--- src/rtl/tmr_pkg.sv ---
package tmr_pkg;
  localparam int DATA_W   = 32;
  localparam int CNT_W    = 28;
  localparam int DIV_W    = 16;
  localparam int RUN_BIT  = 28;
  localparam int MODE_BIT = 24;
  localparam int PEND_BIT = 16;
  localparam int IE_BIT   = 20;
  localparam int MIN_DIV  = 2;

  typedef enum logic [1:0] {
    SEL_LIMIT = 2'd0,
    SEL_COUNT = 2'd1,
    SEL_CTRL  = 2'd2,
    SEL_INT   = 2'd3
  } regSel_e;

  // strobes and settings from the register/control side to the datapath
  typedef struct packed {
    logic             loadLimit;
    logic             loadCount;
    logic             restartPre;
    logic             runEn;
    logic             repeatMode;
    logic [DIV_W-1:0] divisor;
    logic [CNT_W-1:0] wrValue;
  } tmrCmd_t;
endpackage

--- src/rtl/tmr_datapath.sv ---
module tmr_datapath
  import tmr_pkg::*;
(
  input  logic             clk,
  input  logic             rst,
  input  tmrCmd_t          cmd,
  output logic [CNT_W-1:0] count,
  output logic [CNT_W-1:0] limit,
  output logic             hitPulse
);
  logic [DIV_W-1:0] preCnt;
  logic [DIV_W-1:0] effDiv;
  logic [CNT_W-1:0] countInc;
  logic             tick;

  always_comb begin
    effDiv   = (cmd.divisor < DIV_W'(MIN_DIV)) ? DIV_W'(MIN_DIV) : cmd.divisor;
    tick     = cmd.runEn && !cmd.restartPre && (preCnt == effDiv - 1'b1);
    countInc = count + 1'b1;
    hitPulse = tick && !cmd.loadCount && (countInc == limit);
  end

  always_ff @(posedge clk) begin
    if (rst) begin
      preCnt <= '0;
      count  <= '0;
      limit  <= '0;
    end else begin
      if (cmd.loadLimit) limit <= cmd.wrValue;

      if (cmd.restartPre || !cmd.runEn || tick) preCnt <= '0;
      else                                      preCnt <= preCnt + 1'b1;

      if (cmd.loadCount)  count <= cmd.wrValue;
      else if (hitPulse)  count <= cmd.repeatMode ? '0 : countInc;
      else if (tick)      count <= countInc;
    end
  end


  pre_range_chk: assert property (@(posedge clk) disable iff (rst)
    preCnt < effDiv);


  count_frozen_chk: assert property (@(posedge clk) disable iff (rst)
    (!cmd.runEn && !cmd.loadCount) |=> $stable(count));


  repeat_wrap_chk: assert property (@(posedge clk) disable iff (rst)
    (hitPulse && cmd.repeatMode) |=> (count == '0));


  oneshot_hold_chk: assert property (@(posedge clk) disable iff (rst)
    (hitPulse && !cmd.repeatMode) |=> (count == $past(limit)));
endmodule

--- src/rtl/tmr_regs_ctrl.sv ---
module tmr_regs_ctrl
  import tmr_pkg::*;
(
  input  logic              clk,
  input  logic              rst,
  input  logic              wrEn,
  input  logic              rdEn,
  input  logic [1:0]        regWord,
  input  logic [DATA_W-1:0] wrData,
  input  logic [CNT_W-1:0]  count,
  input  logic [CNT_W-1:0]  limit,
  input  logic              hitPulse,
  output tmrCmd_t           cmd,
  output logic [DATA_W-1:0] rdData,
  output logic              irq
);
  regSel_e          sel;
  logic             ctrlWr;
  logic             intWr;
  logic             runEn;
  logic             repeatMode;
  logic [DIV_W-1:0] divisor;
  logic             pending;
  logic             intEn;

  always_comb begin
    sel            = regSel_e'(regWord);
    ctrlWr         = wrEn && (sel == SEL_CTRL);
    intWr          = wrEn && (sel == SEL_INT);
    cmd.loadLimit  = wrEn && (sel == SEL_LIMIT);
    cmd.loadCount  = wrEn && (sel == SEL_COUNT);
    cmd.restartPre = ctrlWr || cmd.loadCount;
    cmd.runEn      = runEn;
    cmd.repeatMode = repeatMode;
    cmd.divisor    = divisor;
    cmd.wrValue    = wrData[CNT_W-1:0];
    irq            = pending && intEn;
  end

  always_ff @(posedge clk) begin
    if (rst) begin
      runEn      <= 1'b0;
      repeatMode <= 1'b0;
      divisor    <= '0;
      pending    <= 1'b0;
      intEn      <= 1'b0;
    end else begin
      if (ctrlWr) begin
        runEn      <= wrData[RUN_BIT];
        repeatMode <= wrData[MODE_BIT];
        divisor    <= wrData[DIV_W-1:0];
      end else if (hitPulse && !repeatMode) begin
        runEn <= 1'b0;
      end

      if (hitPulse)                        pending <= 1'b1;
      else if (intWr && wrData[PEND_BIT])  pending <= 1'b0;

      if (intWr) intEn <= wrData[IE_BIT];
    end
  end

  always_comb begin
    rdData = '0;
    if (rdEn) begin
      unique case (sel)
        SEL_LIMIT: rdData[CNT_W-1:0] = limit;
        SEL_COUNT: rdData[CNT_W-1:0] = count;
        SEL_CTRL: begin
          rdData[RUN_BIT]   = runEn;
          rdData[MODE_BIT]  = repeatMode;
          rdData[DIV_W-1:0] = divisor;
        end
        SEL_INT: begin
          rdData[PEND_BIT] = pending;
          rdData[IE_BIT]   = intEn;
        end
        default: rdData = '0;
      endcase
    end
  end


  pend_rise_chk: assert property (@(posedge clk) disable iff (rst)
    $rose(pending) |-> $past(hitPulse));


  pend_hold_chk: assert property (@(posedge clk) disable iff (rst)
    (pending && !(intWr && wrData[PEND_BIT])) |=> pending);


  oneshot_stop_chk: assert property (@(posedge clk) disable iff (rst)
    (hitPulse && !repeatMode && !ctrlWr) |=> !runEn);
endmodule

--- src/rtl/prog_timer.sv ---
module prog_timer
  import tmr_pkg::*;
(
  input  logic              clk,
  input  logic              rst,
  input  logic              wrEn,
  input  logic              rdEn,
  input  logic [1:0]        regWord,
  input  logic [DATA_W-1:0] wrData,
  output logic [DATA_W-1:0] rdData,
  output logic              irq
);
  tmrCmd_t          cmd;
  logic [CNT_W-1:0] count;
  logic [CNT_W-1:0] limit;
  logic             hitPulse;

  tmr_regs_ctrl regs_i (
    .clk      (clk),
    .rst      (rst),
    .wrEn     (wrEn),
    .rdEn     (rdEn),
    .regWord  (regWord),
    .wrData   (wrData),
    .count    (count),
    .limit    (limit),
    .hitPulse (hitPulse),
    .cmd      (cmd),
    .rdData   (rdData),
    .irq      (irq)
  );

  tmr_datapath dp_i (
    .clk      (clk),
    .rst      (rst),
    .cmd      (cmd),
    .count    (count),
    .limit    (limit),
    .hitPulse (hitPulse)
  );
endmodule

--- config.mk ---
export PLATFORM = sky130hd
export DESIGN_NAME = prog_timer
export DESIGN_NICKNAME = d
export VERILOG_FILES = /design/src/rtl/tmr_pkg.sv /design/src/rtl/tmr_datapath.sv /design/src/rtl/tmr_regs_ctrl.sv /design/src/rtl/prog_timer.sv
export SDC_FILE = /design/constraint.sdc
export NUM_CORES = 1
export LEC_CHECK = 0
export ABC_AREA = 1
export CAP_MARGIN = 20
export CORE_MARGIN = 5
export CORE_UTILIZATION = 45
export DETAILED_ROUTE_END_ITERATION = 8
export PLACE_DENSITY = 0.68
export SKIP_LAST_GASP = 1
export SYNTH_ARGS = -nofsm -noshare
export SYNTH_HDL_FRONTEND = slang
export SYNTH_SLANG_ARGS = --single-unit
--- constraint.sdc ---
create_clock -name clk -period 4.66 [get_ports clk]
set_input_delay 0.699 -clock clk [delete_from_list [all_inputs] [get_ports clk]]
set_output_delay 0.699 -clock clk [all_outputs]
set_load 0.005 [all_outputs]
## Word-level counts from Yosys, hierarchy flattened

Index checks and enable logic that the tools add are counted.

| word-level totals | value |
|---|---|
| word-level logic and storage cells | 58 |
| register bits | 92 |
| output and inout bits | 33 |

| operators by class | value |
|---|---|
| add/subtract/negate cells | 3 |
| muxes and demuxes | 18 |
| order comparisons | 1 |
| reductions and logical operators | 23 |
| equal/unequal tests | 5 |

Operator list:

| operator | number |
|---|---|
| 28-bit two-way mux | 4 |
| 16-bit case mux with 3 select lines | 1 |
| 29-bit two-way mux | 1 |
| 28-bit by 1-bit adder with 28-bit output (second input constant) | 1 |
| 28-bit equality test | 1 |
| 3-bit case mux with 2 select lines | 3 |
| 16-bit by 1-bit adder with 16-bit output (second input constant) | 1 |
| 16-bit equality test | 1 |
| 16-bit by 2-bit less-than comparator with 1-bit output (second input constant) | 1 |
| 16-bit two-way mux | 1 |
| 16-bit by 1-bit subtractor with 16-bit output (second input constant) | 1 |
| 1-bit logical AND | 11 |
| 1-bit case mux with 3 select lines | 3 |
| 1-bit two-way mux | 5 |
| 2-bit equality test (second input constant) | 2 |
| 1-bit zero test | 4 |
| 2-bit nonzero test | 2 |
| 1-bit logical OR | 3 |
| 3-bit nonzero test | 1 |
| 2-bit by 1-bit equality test with 1-bit output (second input constant) | 1 |
| 2-bit zero test | 1 |
| 2-bit OR reduction | 1 |

## Logic depth before layout (Yosys ltp)

| depth | value |
|---|---|
| depth after elaboration | 11 |
| gate-level depth with buffers | 21 |
| gate-level depth less buffers | 20 |

## Cells and area by module

A second synthesis with hierarchy kept.

| unflattened totals | value |
|---|---|
| cells, all modules | 1256 |
| area total of the unflattened synthesis | 7309.5 um^2 |

Modules (own cells, without submodules):

| module | sequential area each (um^2) | cells an instance | times used | area each (um^2) |
|---|---|---|---|---|
| tmr_datapath | 1441.4 | 964 | 1 | 5544.1 |
| tmr_regs_ctrl | 400.4 | 292 | 1 | 1765.4 |

## Worst setup path after synthesis

Ideal clock, no wire load.

| timing path | value |
|---|---|
| path type | register to register |
| start | register regs_i.divisor[8] |
| end | register dp_i.count[11] |
| setup time | 132 ps |
| cell stages (with the launch flop) | 21 |
| data arrival time | 2574 ps |
| slack | 1954 ps |
| path through | dfxtp_1 > nor2_2 > nand2_1 > nor2_2 > nand2_2 > nand2_1 > ha_1 > nand2_1 > nor2_4 > nand3_1 > nand2_1 > nand2_1 > nor2_1 > nand4_1 > nor2_1 > nand4_1 > nor2_1 > nand3_4 > buf_6 > nand2_1 > a21oi_1 |

| on the way | value |
|---|---|
| longest elaborated chain between the ends | 9 |
| elaborated cells between the ends (all ways) | 10 |
| those cells by class | 1 x add/sub; 1 x order compare; 1 x eq/ne; 3 x mux; 4 x reduce/logical |

RTL lines:

| item | RTL line | text |
|---|---|---|
| start: declaration | tmr_regs_ctrl.sv:22 | `logic [DIV_W-1:0] divisor;` |
| start signal: assignment | tmr_regs_ctrl.sv:51 | `divisor <= wrData[DIV_W-1:0];` |
| 16-bit by 2-bit less-than comparator with 1-bit output | tmr_datapath.sv:17 | `effDiv = (cmd.divisor < DIV_W'(MIN_DIV)) ? DIV_W'(MIN_DIV) : cmd.divisor;` |
| 16-bit two-way mux (*) | tmr_datapath.sv:17 |  |
| 16-bit by 1-bit subtractor with 16-bit output (*) | tmr_datapath.sv:18 | `tick = cmd.runEn && !cmd.restartPre && (preCnt == effDiv - 1'b1);` |
| 16-bit equality test (*) | tmr_datapath.sv:18 |  |
| 1-bit logical AND (*) | tmr_datapath.sv:18 |  |
| 1-bit logical AND (2 in a row) | tmr_datapath.sv:20 | `hitPulse = tick && !cmd.loadCount && (countInc == limit);` |
| 28-bit two-way mux | tmr_datapath.sv:35 | `else if (hitPulse) count <= cmd.repeatMode ? '0 : countInc;` |
| 28-bit two-way mux | tmr_datapath.sv:34 | `if (cmd.loadCount) count <= cmd.wrValue;` |
| end signal: assignment | tmr_datapath.sv:34 |  |
| end signal: assignment | tmr_datapath.sv:35 |  |
| end signal: assignment | tmr_datapath.sv:36 | `else if (tick) count <= countInc;` |
| end: declaration | tmr_datapath.sv:7 | `output logic [CNT_W-1:0] count,` |

Every way passes the cells marked *; elsewhere a longest branch is shown, timed or not.
A chain may end at the register's enable or synchronous reset.

## Worst setup path in the final report

| timing path | value |
|---|---|
| start | register regs_i.divisor[8] |
| end | register dp_i.count[14] |

The elaborated chain is that of the path after synthesis.

==> impl_metrics.py <==
metrics = {
    "logic_synthesis": {
        "ys_warn_count": 0,
        "avgSynthCellArea_um2": 5.82,
        "synth_top_area_share_pct": 27.8,
        "ys_async_sr_fraction_pct": 0,
        "synth_edf_count": 0,
        "synth_top_family_by_area": "simple AND/OR/NAND/NOR gates",
        "synth_top_area_cell": "dfxtp_1",
        "yosys.area_share.simple_pct": 40.9,
        "synthAdderAreaFrac_pct": 0.566,
        "synth_xor_area_share_pct": 3.13,
        "synth-seq-cells": 92,
        "synth_compound_area_share_pct": 14.6,
        "synth.distinct_cells": 39,
        "synth_area_leaders": "dfxtp_1 (28%), nand2_1 (18%), inv_1 (9.2%)",
        "ys.flop_type": "dfxtp_1",
        "ys_seq_area_share_pct": 27.8,
        "yosys-mux-area-fraction_pct": 0,
        "syn_area_um2": 6630,
        "syn_inst": 1138,
    },
    "setup_path": {
        "crit_path_end_kind": "flop",
        "startpoint_type": "flop",
        "cpMostUsedCell": "nand2_1",
        "crit_slowest_cell": "nand3_4",
        "r2r_setup_slack_ns": 0.67,
        "crit_type": "flop to flop",
        "crit_chain": "nor2_2, nand2_1, nor2_2, nand2_2, nand2_1, ha_1, nand2_1, nor2_1, nand3b_1, nand2_1, inv_1, nor2_1, nand4_1, nor2_1, nand4_1, buf_4, nor2_1, nand3_4, nand2_1, a21oi_1",
        "cp.required_ns": 4.88,
        "crit_path_max_incr_delay_ns": 0.39,
        "worstPathArrival_ns": 4.21,
        "critPathMaxFanout": 28,
    },
    "global_route": {
        "grt_pass1_wl_um": 36800,
        "grt_use_total_pct": 26.0,
        "antenna_found_initial": 0,
        "gr-total-overflow": 0,
        "grt_pass1_vias": 6805,
        "grt_max_degree": 47,
    },
    "clocking": {
        "insertion_delay_ns": 0.36,
        "postCtsSetupBuffers": 0,
        "clock_tree.htree_level_count": 3,
        "cts-resized-gates": 0,
        "numCtsBuffers": 9,
        "cts_tree": "built",
        "clk_root_buffer_cell": "clkbuf_16",
        "clock-sinks": 92,
        "path_clk_slew_ns": 0.07,
        "cts_buffer_depth": 2,
        "cts.hold.buffers_added": 0,
    },
    "pwr": {
        "power.density_nw_per_um2": 272,
        "static-leakage-power_nw": 3.20,
        "vdd_drop_max_uv": 163,
    },
    "route": {
        "first_iter_violations": 819,
        "viasPerCell": 5.39,
        "finalWirelength_um": 23000,
        "vias": 7386,
        "wl_per_cell_um": 16.7,
        "ant_nets": 0,
        "drt_pass1_iterations": 6,
        "remaining_drc_errors": 0,
    },
    "place": {
        "numPortBuffers": 64,
        "place_congestion": 0.985,
        "postPlaceCellArea_um2": 7380,
        "hpwlAfterDp_um": 16600,
    },
    "floorplanning": {
        "rows": 44,
        "core_area_um2": 14500,
        "die-area_um2": 17300,
        "dieHeight_um": 131,
        "die_width_um": 131,
        "io_pins": 71,
        "start_util_pct": 45.8,
    },
    "timing": {
        "finalHoldViolations": 0,
        "relSlewSlack_pct": 38.9,
        "rsz0062_at_grt": "false",
        "fin_skew_ns": 0.00788,
        "fmax_ghz": 0.251,
        "timing.final.crit_share_pct": 85.5,
        "min_period_ns": 3.99,
        "setup_viol": 0,
        "final.setup.tns_ns": 0,
        "slew_viol_final": 0,
        "worst_pin_slew_ns": 0.914,
    },
    "final_layout": {
        "layout-drive-gt1-share_pct": 4.55,
        "fill_cells": 1543,
        "insertedDiodeCount": 0,
        "syn_to_final_growth_pct": 16.4,
        "fin_area_um2": 7720,
        "fin_nets": 1223,
    },
    "job": {
        "cap_violations": 0,
    },
    "outcome": {
        "run_status": "finished clean",
    },
    "hold_path": {
        "hold_class": "flop to flop",
    },
}
-- registers in the layout, summed over array words and instances, names as in the netlist --
register / count
regs_i.runEn: 1
regs_i.pending: 1
dp_i.preCnt: 16
dp_i.count: 28
dp_i.limit: 28
regs_i.divisor: 16
regs_i.intEn: 1
regs_i.repeatMode: 1
-- cell usage after synthesis (2+ instances only) --
master	n
buf_6	4
buf_4	4
a21oi_1	91
buf_1	4
nand4_1	21
nor2_4	4
nand3_1	106
inv_1	162
o21ai_0	65
or2_2	2
nor2_2	7
nor3_1	30
o221ai_1	4
buf_2	6
xor2_1	14
nor4_1	2
o22ai_1	15
dfxtp_1	92
and2_1	3
nand2_1	313
clkinv_1	3
nor3b_1	10
o21ai_1	7
nand4_2	2
ha_1	3
inv_2	3
nand2_2	4
xnor2_1	7
clkbuf_1	29
nor2_1	112
-- stage by stage --
stage               hold WS (ns)  utilization (%)  setup WS, ns  total power, mW  instances
floorplan                  0.437                -          1.95             1.11       1140
global placement           0.457             51.0         0.777             1.25       1355
detailed placement         0.459             51.0         0.770             1.25       1355
CTS                        0.476             53.3         0.748             2.10       1371
global route               0.509             53.3         0.358             2.19       1371
finish                     0.480             53.3         0.675             2.10       1371
-- per-layer routing --
metal / part of all wire (%) / track usage [%]
met5: 0 / 0
met4: 1.7 / 6.63
met3: 8.8 / 4.09
met2: 44 / 40.0
met1: 46 / 38.0
-- cell families (layout without fill, tap and decap cells) --
group,Yosys count,count (layout)
simple gates,620,620
flops,92,92
other cells,1,3
fa+ha+maj,3,3
buf+inv,215,262
compound gates,185,185
xor+xnor,22,22
-- worst paths after layout --
check / startpoint / end / cells after the start
hold / removal: regs_i.intEn / regs_i.intEn / 2
hold reg to reg: regs_i.intEn / regs_i.intEn / 2
setup / recovery: regs_i.divisor[8] / dp_i.count[14] / 20
setup reg to reg: regs_i.divisor[8] / dp_i.count[14] / 20
-- power by group --
| group | total (mW) | switching, mW | internal (mW) | leakage (nW) |
|---|---|---|---|---|
| clock network | 0.853 | 0.329 | 0.524 | 0.163 |
| logic | 0.398 | 0.255 | 0.143 | 2.29 |
| registers | 0.848 | 0.0322 | 0.815 | 0.749 |
-- layout by cell type (no fill, tap or decap), types with 15 or more instances in the layout --
cell	count
nand4_1	21
nand3_1	106
clkdlybuf4s50_1	64
a21oi_1	91
nor2_1	111
o22ai_1	15
nor3_1	30
nand2_1	313
dfxtp_1	92
o21ai_0	65
inv_1	162
-- final cells by class --
class / instances / area [µm²] / share of cell area [%]
well taps: 184 / 230 / 2.98
repair buffers: 78 / 746 / 9.66
multi-input cells: 833 / 3940 / 51.0
clock inverters: 5 / 100 / 1.30
inverters: 168 / 631 / 8.17
flip-flops and latches: 92 / 1840 / 23.9
clock buffers: 11 / 233 / 3.02
-- worst max-delay path: cells and delay by family (launching register included) --
family                     cells  cell delay, ns
DFF                            1            0.37
buffers and inverters          2            0.28
adders and majority gates      1            0.21
and+or+nand+nor               16            2.92
AOI/OAI and AO/OA              1            0.08
No activity file was read; power rests on OpenSTA's default activity.
